File: config.mk
export PLATFORM = sky130hd
export DESIGN_NAME = rx_desc_ring
export DESIGN_NICKNAME = d
export VERILOG_FILES = /design/src/rtl/rxr_pkg.sv /design/src/rtl/rxr_ring_ptr.sv /design/src/rtl/rxr_len_ctr.sv /design/src/rtl/rxr_flags.sv /design/src/rtl/rx_desc_ring.sv
export SDC_FILE = /design/constraint.sdc
export NUM_CORES = 1
export LEC_CHECK = 0
export BUFFER_PORTS_ARGS = -buffer_cell sky130_fd_sc_hd__buf_2
export CORE_ASPECT_RATIO = 2
export CORE_MARGIN = 2
export CORE_UTILIZATION = 42
export DETAILED_ROUTE_END_ITERATION = 12
export PLACE_DENSITY_LB_ADDON = 0.05
export SYNTH_ARGS = -nofsm -noshare
export SYNTH_HDL_FRONTEND = slang
export SYNTH_SLANG_ARGS = --single-unit
File: constraint.sdc
create_clock -name clk -period 3.3 [get_ports clk]
set_input_delay 0.99 -clock clk [delete_from_list [all_inputs] [get_ports clk]]
set_output_delay 0.99 -clock clk [all_outputs]
set_load 0.02 [all_outputs]
File: src/rtl/rxr_pkg.sv
package rxr_pkg;
    // Controller states
    typedef enum logic [2:0] {
        S_OFF,
        S_FETCH_SC,
        S_FETCH_BUF,
        S_LOAD,
        S_READY,
        S_RECV,
        S_WB,
        S_STALL
    } rxr_state_e;

    // Bit positions within a descriptor's 32-bit word 0
    localparam int W0_EMPTY   = 31;   // status bit 15
    localparam int W0_WRAP    = 29;   // status bit 13
    localparam int DESC_BYTES = 8;
    localparam int POLL_BIT   = 24;
endpackage

File: src/rtl/rxr_ring_ptr.sv
module rxr_ring_ptr #(
    parameter int AW   = 16,
    parameter int STEP = 8
) (
    input  logic          clk,
    input  logic          rst_n,
    input  logic          load,
    input  logic          advance,
    input  logic          wrap,
    input  logic [AW-1:0] start,
    output logic [AW-1:0] cur
);
    always_ff @(posedge clk) begin
        if (!rst_n)
            cur <= '0;
        else if (load || (advance && wrap))
            cur <= start;
        else if (advance)
            cur <= cur + AW'(STEP);
    end

    // wrap returns the pointer to the ring start
    a_r8_wrap_to_start: assert property (@(posedge clk) disable iff (!rst_n)
        (advance && wrap && !load) |=> (cur == $past(start)));
    // otherwise the pointer steps by one descriptor
    a_r8_step: assert property (@(posedge clk) disable iff (!rst_n)
        (advance && !wrap && !load) |=> (cur == $past(cur) + AW'(STEP)));
endmodule

File: src/rtl/rxr_len_ctr.sv
module rxr_len_ctr #(
    parameter int LW        = 16,
    parameter int BUF_SIZE  = 1520,
    parameter int MAX_FRAME = 1518
) (
    input  logic          clk,
    input  logic          rst_n,
    input  logic          clr,
    input  logic          inc,
    output logic [LW-1:0] cnt,
    output logic          full,
    output logic          over
);
    localparam logic [LW-1:0] CAP = LW'(BUF_SIZE);
    localparam logic [LW-1:0] LIM = LW'(MAX_FRAME);

    assign full = (cnt == CAP);
    assign over = (cnt > LIM);

    always_ff @(posedge clk) begin
        if (!rst_n || clr)
            cnt <= '0;
        else if (inc && !full)
            cnt <= cnt + LW'(1);
    end

    // the count never passes the buffer size
    a_r7_cap: assert property (@(posedge clk) disable iff (!rst_n) cnt <= CAP);
endmodule

File: src/rtl/rxr_flags.sv
module rxr_flags (
    input  logic       clk,
    input  logic       rst_n,
    input  logic       set_evt,
    input  logic       set_ovr,
    input  logic [1:0] clr,
    output logic       evt,
    output logic       ovr
);
    always_ff @(posedge clk) begin
        if (!rst_n) begin
            evt <= 1'b0;
            ovr <= 1'b0;
        end else begin
            evt <= set_evt | (evt & ~clr[0]);
            ovr <= set_ovr | (ovr & ~clr[1]);
        end
    end

    // a clear with no simultaneous set lowers the flag
    a_r9_evt_clear: assert property (@(posedge clk) disable iff (!rst_n)
        (clr[0] && !set_evt) |=> !evt);
    a_r9_ovr_clear: assert property (@(posedge clk) disable iff (!rst_n)
        (clr[1] && !set_ovr) |=> !ovr);
endmodule

File: src/rtl/rx_desc_ring.sv
module rx_desc_ring
    import rxr_pkg::*;
#(
    parameter int AW        = 16,
    parameter int LW        = 16,
    parameter int BUF_SIZE  = 1520,
    parameter int MAX_FRAME = 1518
) (
    input  logic          clk,
    input  logic          rst_n,
    input  logic [AW-1:0] ring_start,
    input  logic          poll_wr,
    input  logic [31:0]   poll_data,
    input  logic [1:0]    evt_clr,
    input  logic          rx_valid,
    input  logic [7:0]    rx_data,
    input  logic          rx_eof,
    input  logic          rx_err,
    output logic          mem_req,
    output logic          mem_we,
    output logic [AW-1:0] mem_addr,
    output logic [3:0]    mem_be,
    output logic [31:0]   mem_wdata,
    input  logic [31:0]   mem_rdata,
    output logic          frame_evt,
    output logic          overrun
);
    localparam int KEEP_W = 9;   // status bits 14:6 kept on write-back

    rxr_state_e        state, nxt;
    logic [KEEP_W-1:0] keep_q;
    logic [AW-1:0]     buf_q;
    logic              skip_q, err_q;
    logic [AW-1:0]     cur;
    logic [LW-1:0]     cnt;
    logic              full, over;
    logic              poll_go, accept, take, drop;
    logic [AW-1:0]     byte_addr;
    logic              unused_bits;

    assign unused_bits = ^{mem_rdata, poll_data};
    assign poll_go     = poll_wr && poll_data[POLL_BIT];
    assign accept      = (state == S_RECV) || (state == S_READY && !skip_q);
    assign take        = rx_valid && accept;
    assign drop        = rx_valid && !accept;
    assign byte_addr   = buf_q + AW'(cnt);

    rxr_ring_ptr #(.AW(AW), .STEP(DESC_BYTES)) u_ptr (
        .clk(clk), .rst_n(rst_n),
        .load(state == S_OFF && poll_go),
        .advance(state == S_WB),
        .wrap(keep_q[W0_WRAP-22]),
        .start(ring_start),
        .cur(cur)
    );

    rxr_len_ctr #(.LW(LW), .BUF_SIZE(BUF_SIZE), .MAX_FRAME(MAX_FRAME)) u_len (
        .clk(clk), .rst_n(rst_n),
        .clr(state == S_LOAD),
        .inc(take),
        .cnt(cnt), .full(full), .over(over)
    );

    rxr_flags u_flags (
        .clk(clk), .rst_n(rst_n),
        .set_evt(state == S_WB),
        .set_ovr(drop),
        .clr(evt_clr),
        .evt(frame_evt), .ovr(overrun)
    );

    // State register
    always_ff @(posedge clk) begin
        if (!rst_n) state <= S_OFF;
        else        state <= nxt;
    end

    // Next-state logic
    always_comb begin
        nxt = state;
        unique case (state)
            S_OFF:       if (poll_go) nxt = S_FETCH_SC;
            S_FETCH_SC:  nxt = S_FETCH_BUF;
            S_FETCH_BUF: nxt = mem_rdata[W0_EMPTY] ? S_LOAD : S_STALL;
            S_LOAD:      nxt = S_READY;
            S_READY:     if (take) nxt = rx_eof ? S_WB : S_RECV;
            S_RECV:      if (take && rx_eof) nxt = S_WB;
            S_WB:        nxt = S_FETCH_SC;
            S_STALL:     if (poll_go) nxt = S_FETCH_SC;
            default:     nxt = S_OFF;
        endcase
    end

    // Descriptor fields and per-frame flags
    always_ff @(posedge clk) begin
        if (!rst_n) begin
            keep_q <= '0;
            buf_q  <= '0;
            skip_q <= 1'b0;
            err_q  <= 1'b0;
        end else begin
            if (state == S_FETCH_BUF) keep_q <= mem_rdata[30:22];
            if (state == S_LOAD)      buf_q  <= mem_rdata[AW-1:0];
            if (drop)                 skip_q <= !rx_eof;
            if (take && rx_eof)       err_q  <= rx_err;
        end
    end

    // Memory port outputs
    always_comb begin
        mem_req   = 1'b0;
        mem_we    = 1'b0;
        mem_addr  = cur;
        mem_be    = 4'h0;
        mem_wdata = '0;
        unique case (state)
            S_FETCH_SC: mem_req = 1'b1;
            S_FETCH_BUF: begin
                mem_req  = mem_rdata[W0_EMPTY];
                mem_addr = cur + AW'(4);
            end
            S_READY, S_RECV: begin
                if (take && !full) begin
                    mem_req   = 1'b1;
                    mem_we    = 1'b1;
                    mem_addr  = byte_addr;
                    mem_be    = 4'b0001 << byte_addr[1:0];
                    mem_wdata = {4{rx_data}};
                end
            end
            S_WB: begin
                mem_req   = 1'b1;
                mem_we    = 1'b1;
                mem_be    = 4'hF;
                mem_wdata = {1'b0, keep_q, over, 4'b0000, err_q, cnt};
            end
            default: ;
        endcase
    end

    // a byte write never lands at or past the buffer size
    a_r7_in_buffer: assert property (@(posedge clk) disable iff (!rst_n)
        (mem_req && mem_we && mem_be != 4'hF) |-> (cnt < LW'(BUF_SIZE)));
    // write-back hands the descriptor to software and keeps the wrap bit
    a_r5_wb_owner: assert property (@(posedge clk) disable iff (!rst_n)
        (mem_req && mem_we && mem_be == 4'hF) |->
            (!mem_wdata[W0_EMPTY] && mem_wdata[W0_WRAP] == keep_q[W0_WRAP-22]));
    // a byte seen while stalled raises overrun
    a_r3_stall_drop: assert property (@(posedge clk) disable iff (!rst_n)
        (rx_valid && state == S_STALL) |=> overrun);
    // the frame event only rises after a write-back
    a_r9_evt_after_wb: assert property (@(posedge clk) disable iff (!rst_n)
        $rose(frame_evt) |-> ($past(state) == S_WB));
    // no memory access while still off
    a_r2_quiet_off: assert property (@(posedge clk) disable iff (!rst_n)
        (state == S_OFF) |-> !mem_req);
endmodule

==> impl_metrics.tcl <==
set metrics [dict create \
    start_util_pct 43.1 \
    critPathKind "flop to output port" \
    synth_common_cells "109 x nand2_1, 64 x dfxtp_1, 54 x nor2_1" \
    grt_setup_unrepaired "true" \
    synth.top_cell.area_share_pct 30.6 \
    grt_usage_pct 25.8 \
    ys_seq_area_share_pct 30.6 \
    netlist_top_cells_area "dfxtp_1 31%, nand2_1 9.8%, a21oi_1 6.0%" \
    slowest_delay_ns 0.38 \
    final_layout_size_suffix_gt1_share_pct 36.0 \
    tightest_slew_ns 0.853 \
    cts-root-buf "clkbuf_16" \
    row_count 51 \
    finalNonFillerCells 862 \
    worst-path-max-fanout 2 \
    path_clk_slew_ns 0.06 \
    fin_setup_tns_ns -1.27 \
    first_iter_violations 194 \
    synthToLayoutAreaGrowth_pct 45.6 \
    p_sw_share_pct 28.3 \
    slew-limit-headroom_pct 43.1 \
    dp_cells 824 \
    r2r_setup_slack_ns 1.11 \
    yosysMostFrequentCell "nand2_1" \
    pwr-share-clk_pct 43.9 \
    synth-main-ff-cell "dfxtp_1" \
    multi_input_area_mm2 0.00302 \
    first_pass_iters 4 \
    grt_pass1_vias 4473 \
    p_sw_uw 627 \
    ys_types 49 \
    final-hold-violation-count 0 \
    port_buffers 114 \
    gr-total-overflow 0 \
    maxCapViolCount 0 \
    wl_per_cell_um 16.2 \
    grt_first_pass_wirelength_um 21300 \
    yosysWarningCount 0 \
    crit-reg2reg-launch "state[0]" \
    fin_util_pct 62.8 \
    synth_seq_cells 64 \
    worstHoldPathType "flop to flop" \
    setup_viol_count_final 27 \
    die-area_mm2 0.0108 \
    path_cells "ha_4 > a211oi_4 > nor2_2 > a41oi_2 > o311ai_1 > mux2_2 > or3_4 > buf_6" \
    n_antenna_cell 0 \
    synth_cells 563 \
    whs_ns 0.463 \
    fmax_ghz 0.283 \
    pwr-share-comb_pct 17.8 \
    crit_path_end_kind "output port" \
    clkSinkCount 64 \
    startpoint "u_len.cnt[1]" \
    syn_avg_cell_area_um2 7.42 \
    worstPathRequired_ns 2.31 \
    status "complete, but fails checks" \
    async_reset_ff_share_pct 0 \
    p_int_uw 1590 \
    viasPerCell 5.38 \
    final-seq-area_mm2 0.00131 \
    synthesis.area_mm2 0.00418 \
    r2r_end "u_len.cnt[2]" \
    slowest_stage "mux2_2" \
    core_area_mm2 0.00970 \
    fill_cells 919 \
    drc_errors 0 \
    placed_area_mm2 0.00514 \
    antenna_left 0 \
    drv_slew 0 \
    skew_ns 0.00486 \
    crit_path_start_kind "flop" \
    htreeDepth 3 \
    grt_max_degree 46 \
    fin_crit_sh_pct 107 \
    clk_latency_ns 0.34 \
    yosysTopAreaCell "dfxtp_1" \
    die_x_um 74.5 \
    p_leak_uw 0.00276 \
    cts_tree "done" \
    clk_path_buf_depth 2 \
    seq_power_share_pct 38.3 \
    vias 4635 \
    synth_fp_nets 680 \
    hpwl_um 10200 \
    whs_path_depth 2 \
    io_pins 152 \
    endpoint "mem_addr[13]" \
    violations "negative setup slack" \
    fin_nets 842 \
    finalWirelength_um 14000 \
    grt_antenna_before_repair 0 \
    worst_r2r_path_depth 5 \
    final.setup.worst_slack_ns -0.232 \
    p_per_area_mw_per_mm2 364 \
    cts_made_buffers 9 \
    period_minus_slack_ns 3.53 \
    fin_area_mm2 0.00609 \
    cp.arrival_ns 2.54 \
    die_h_um 145 \
    gp_congestion 0.881 \
    synth-edff-count 0 \
    ir_drop_mv 0.265 \
]
-- per-layer routing --
metal / wire length (µm) / vias to the layer above / GRT usage, %
met3: 601 / 41 / 4.38
met2: 7770 / 138 / 48.1
met4: 674 / 0 / 13.1
met1: 4930 / 2141 / 25.4
li1: - / 2315 / -
met5: 0 / - / 0
-- registers in the layout, summed over array words and instances, names as in the netlist --
| name | cells |
|---|---|
| buf_q | 16 |
| u_len.cnt | 16 |
| u_ptr.cur | 16 |
| keep_q | 9 |
| state | 3 |
| err_q | 1 |
| skip_q | 1 |
| u_flags.evt | 1 |
| u_flags.ovr | 1 |
-- area by class of cell --
cell class,count,share of cell area [%]
Tap cell,132,2.71
Multi-Input combinational cell,458,49.6
Inverter,9,0.555
Clock buffer,10,3.93
Clock inverter,6,1.11
Sequential cell,64,21.5
Timing Repair Buffer,183,20.6
-- worst min path at each step --
stage                      to  slack (ns)       from
finish              buf_q[13]        0.46  buf_q[13]
global route        keep_q[5]        0.48  keep_q[5]
CTS                 keep_q[5]        0.46  keep_q[5]
detailed placement  keep_q[5]        0.45  keep_q[5]
global placement    keep_q[2]        0.45  keep_q[2]
floorplan           keep_q[0]        0.44  keep_q[0]
-- repair_timing --
item                       CTS  global route
resized for setup           63            79
pin swaps                   20            36
hold buffers                 0             0
gates cloned                 1             0
setup buffers                8            15
setup endpoints to repair   50            42
-- power groups by stage --
stage	sequential (µW)	clock [µW]	combinational [µW]
after detailed placement	865	0	339
after floorplan	853	0	209
after global routing	854	1030	428
after CTS	849	993	365
final	849	973	395
after global placement	864	0	334
-- placed cells by master, fill, tap and decap left out, types with 3 or more instances in the layout --
| cell type | count |
|---|---|
| nand3_1 | 14 |
| xor2_1 | 17 |
| nand4_1 | 13 |
| o31ai_1 | 3 |
| and3_1 | 7 |
| nor3_1 | 5 |
| buf_2 | 93 |
| nand2b_1 | 5 |
| a21oi_1 | 48 |
| mux2i_1 | 3 |
| nand2_2 | 3 |
| and2_4 | 5 |
| and2_1 | 4 |
| and4_1 | 3 |
| a22o_1 | 8 |
| a211oi_1 | 11 |
| buf_4 | 60 |
| o21a_1 | 4 |
| o21ai_1 | 9 |
| inv_1 | 4 |
| clkbuf_16 | 9 |
| o21ai_2 | 6 |
| a31oi_1 | 5 |
| o21ai_0 | 18 |
| nor2_1 | 50 |
| nand2_1 | 105 |
| inv_2 | 5 |
| dfxtp_1 | 52 |
| buf_6 | 30 |
| ha_1 | 12 |
| a21o_1 | 21 |
| o211ai_1 | 5 |
| dfxtp_2 | 8 |
| ha_4 | 8 |
| nor2_4 | 3 |
| dfxtp_4 | 4 |
| xnor2_1 | 22 |
-- cell families (layout without fill, tap and decap cells) --
logic type / count (synthesis) / after routing / share of synthesized area (%)
xor+xnor: 39 / 39 / 8.17
buf+inv: 41 / 208 / 3.83
simple gates: 236 / 236 / 25.6
mux: 4 / 4 / 0.988
compound gates: 158 / 158 / 24.3
flops: 64 / 64 / 30.6
fa+ha+maj: 21 / 21 / 6.47
-- worst max-delay path, delay by kind of cell (launching register included) --
| family | cells | cell delay, ns |
|---|---|---|
| AOI/OAI and AO/OA | 3 | 0.52 |
| adders and majority gates | 1 | 0.28 |
| buffers and inverters | 1 | 0.14 |
| DFF | 1 | 0.35 |
| muxes | 1 | 0.38 |
| and+or+nand+nor | 2 | 0.52 |
-- per-stage QoR --
| step | worst slack (ns) | total power [µW] |
|---|---|---|
| 6_report | -0.232 | 2220 |
| 5_1_grt | -0.303 | 2310 |
| 4_1_cts | -0.265 | 2210 |
| 3_5_place_dp | -0.0759 | 1200 |
| 3_3_place_gp | -0.0802 | 1200 |
| 2_1_floorplan | 0.0556 | 1060 |
Note: power is estimated with default switching activity, not from simulation.
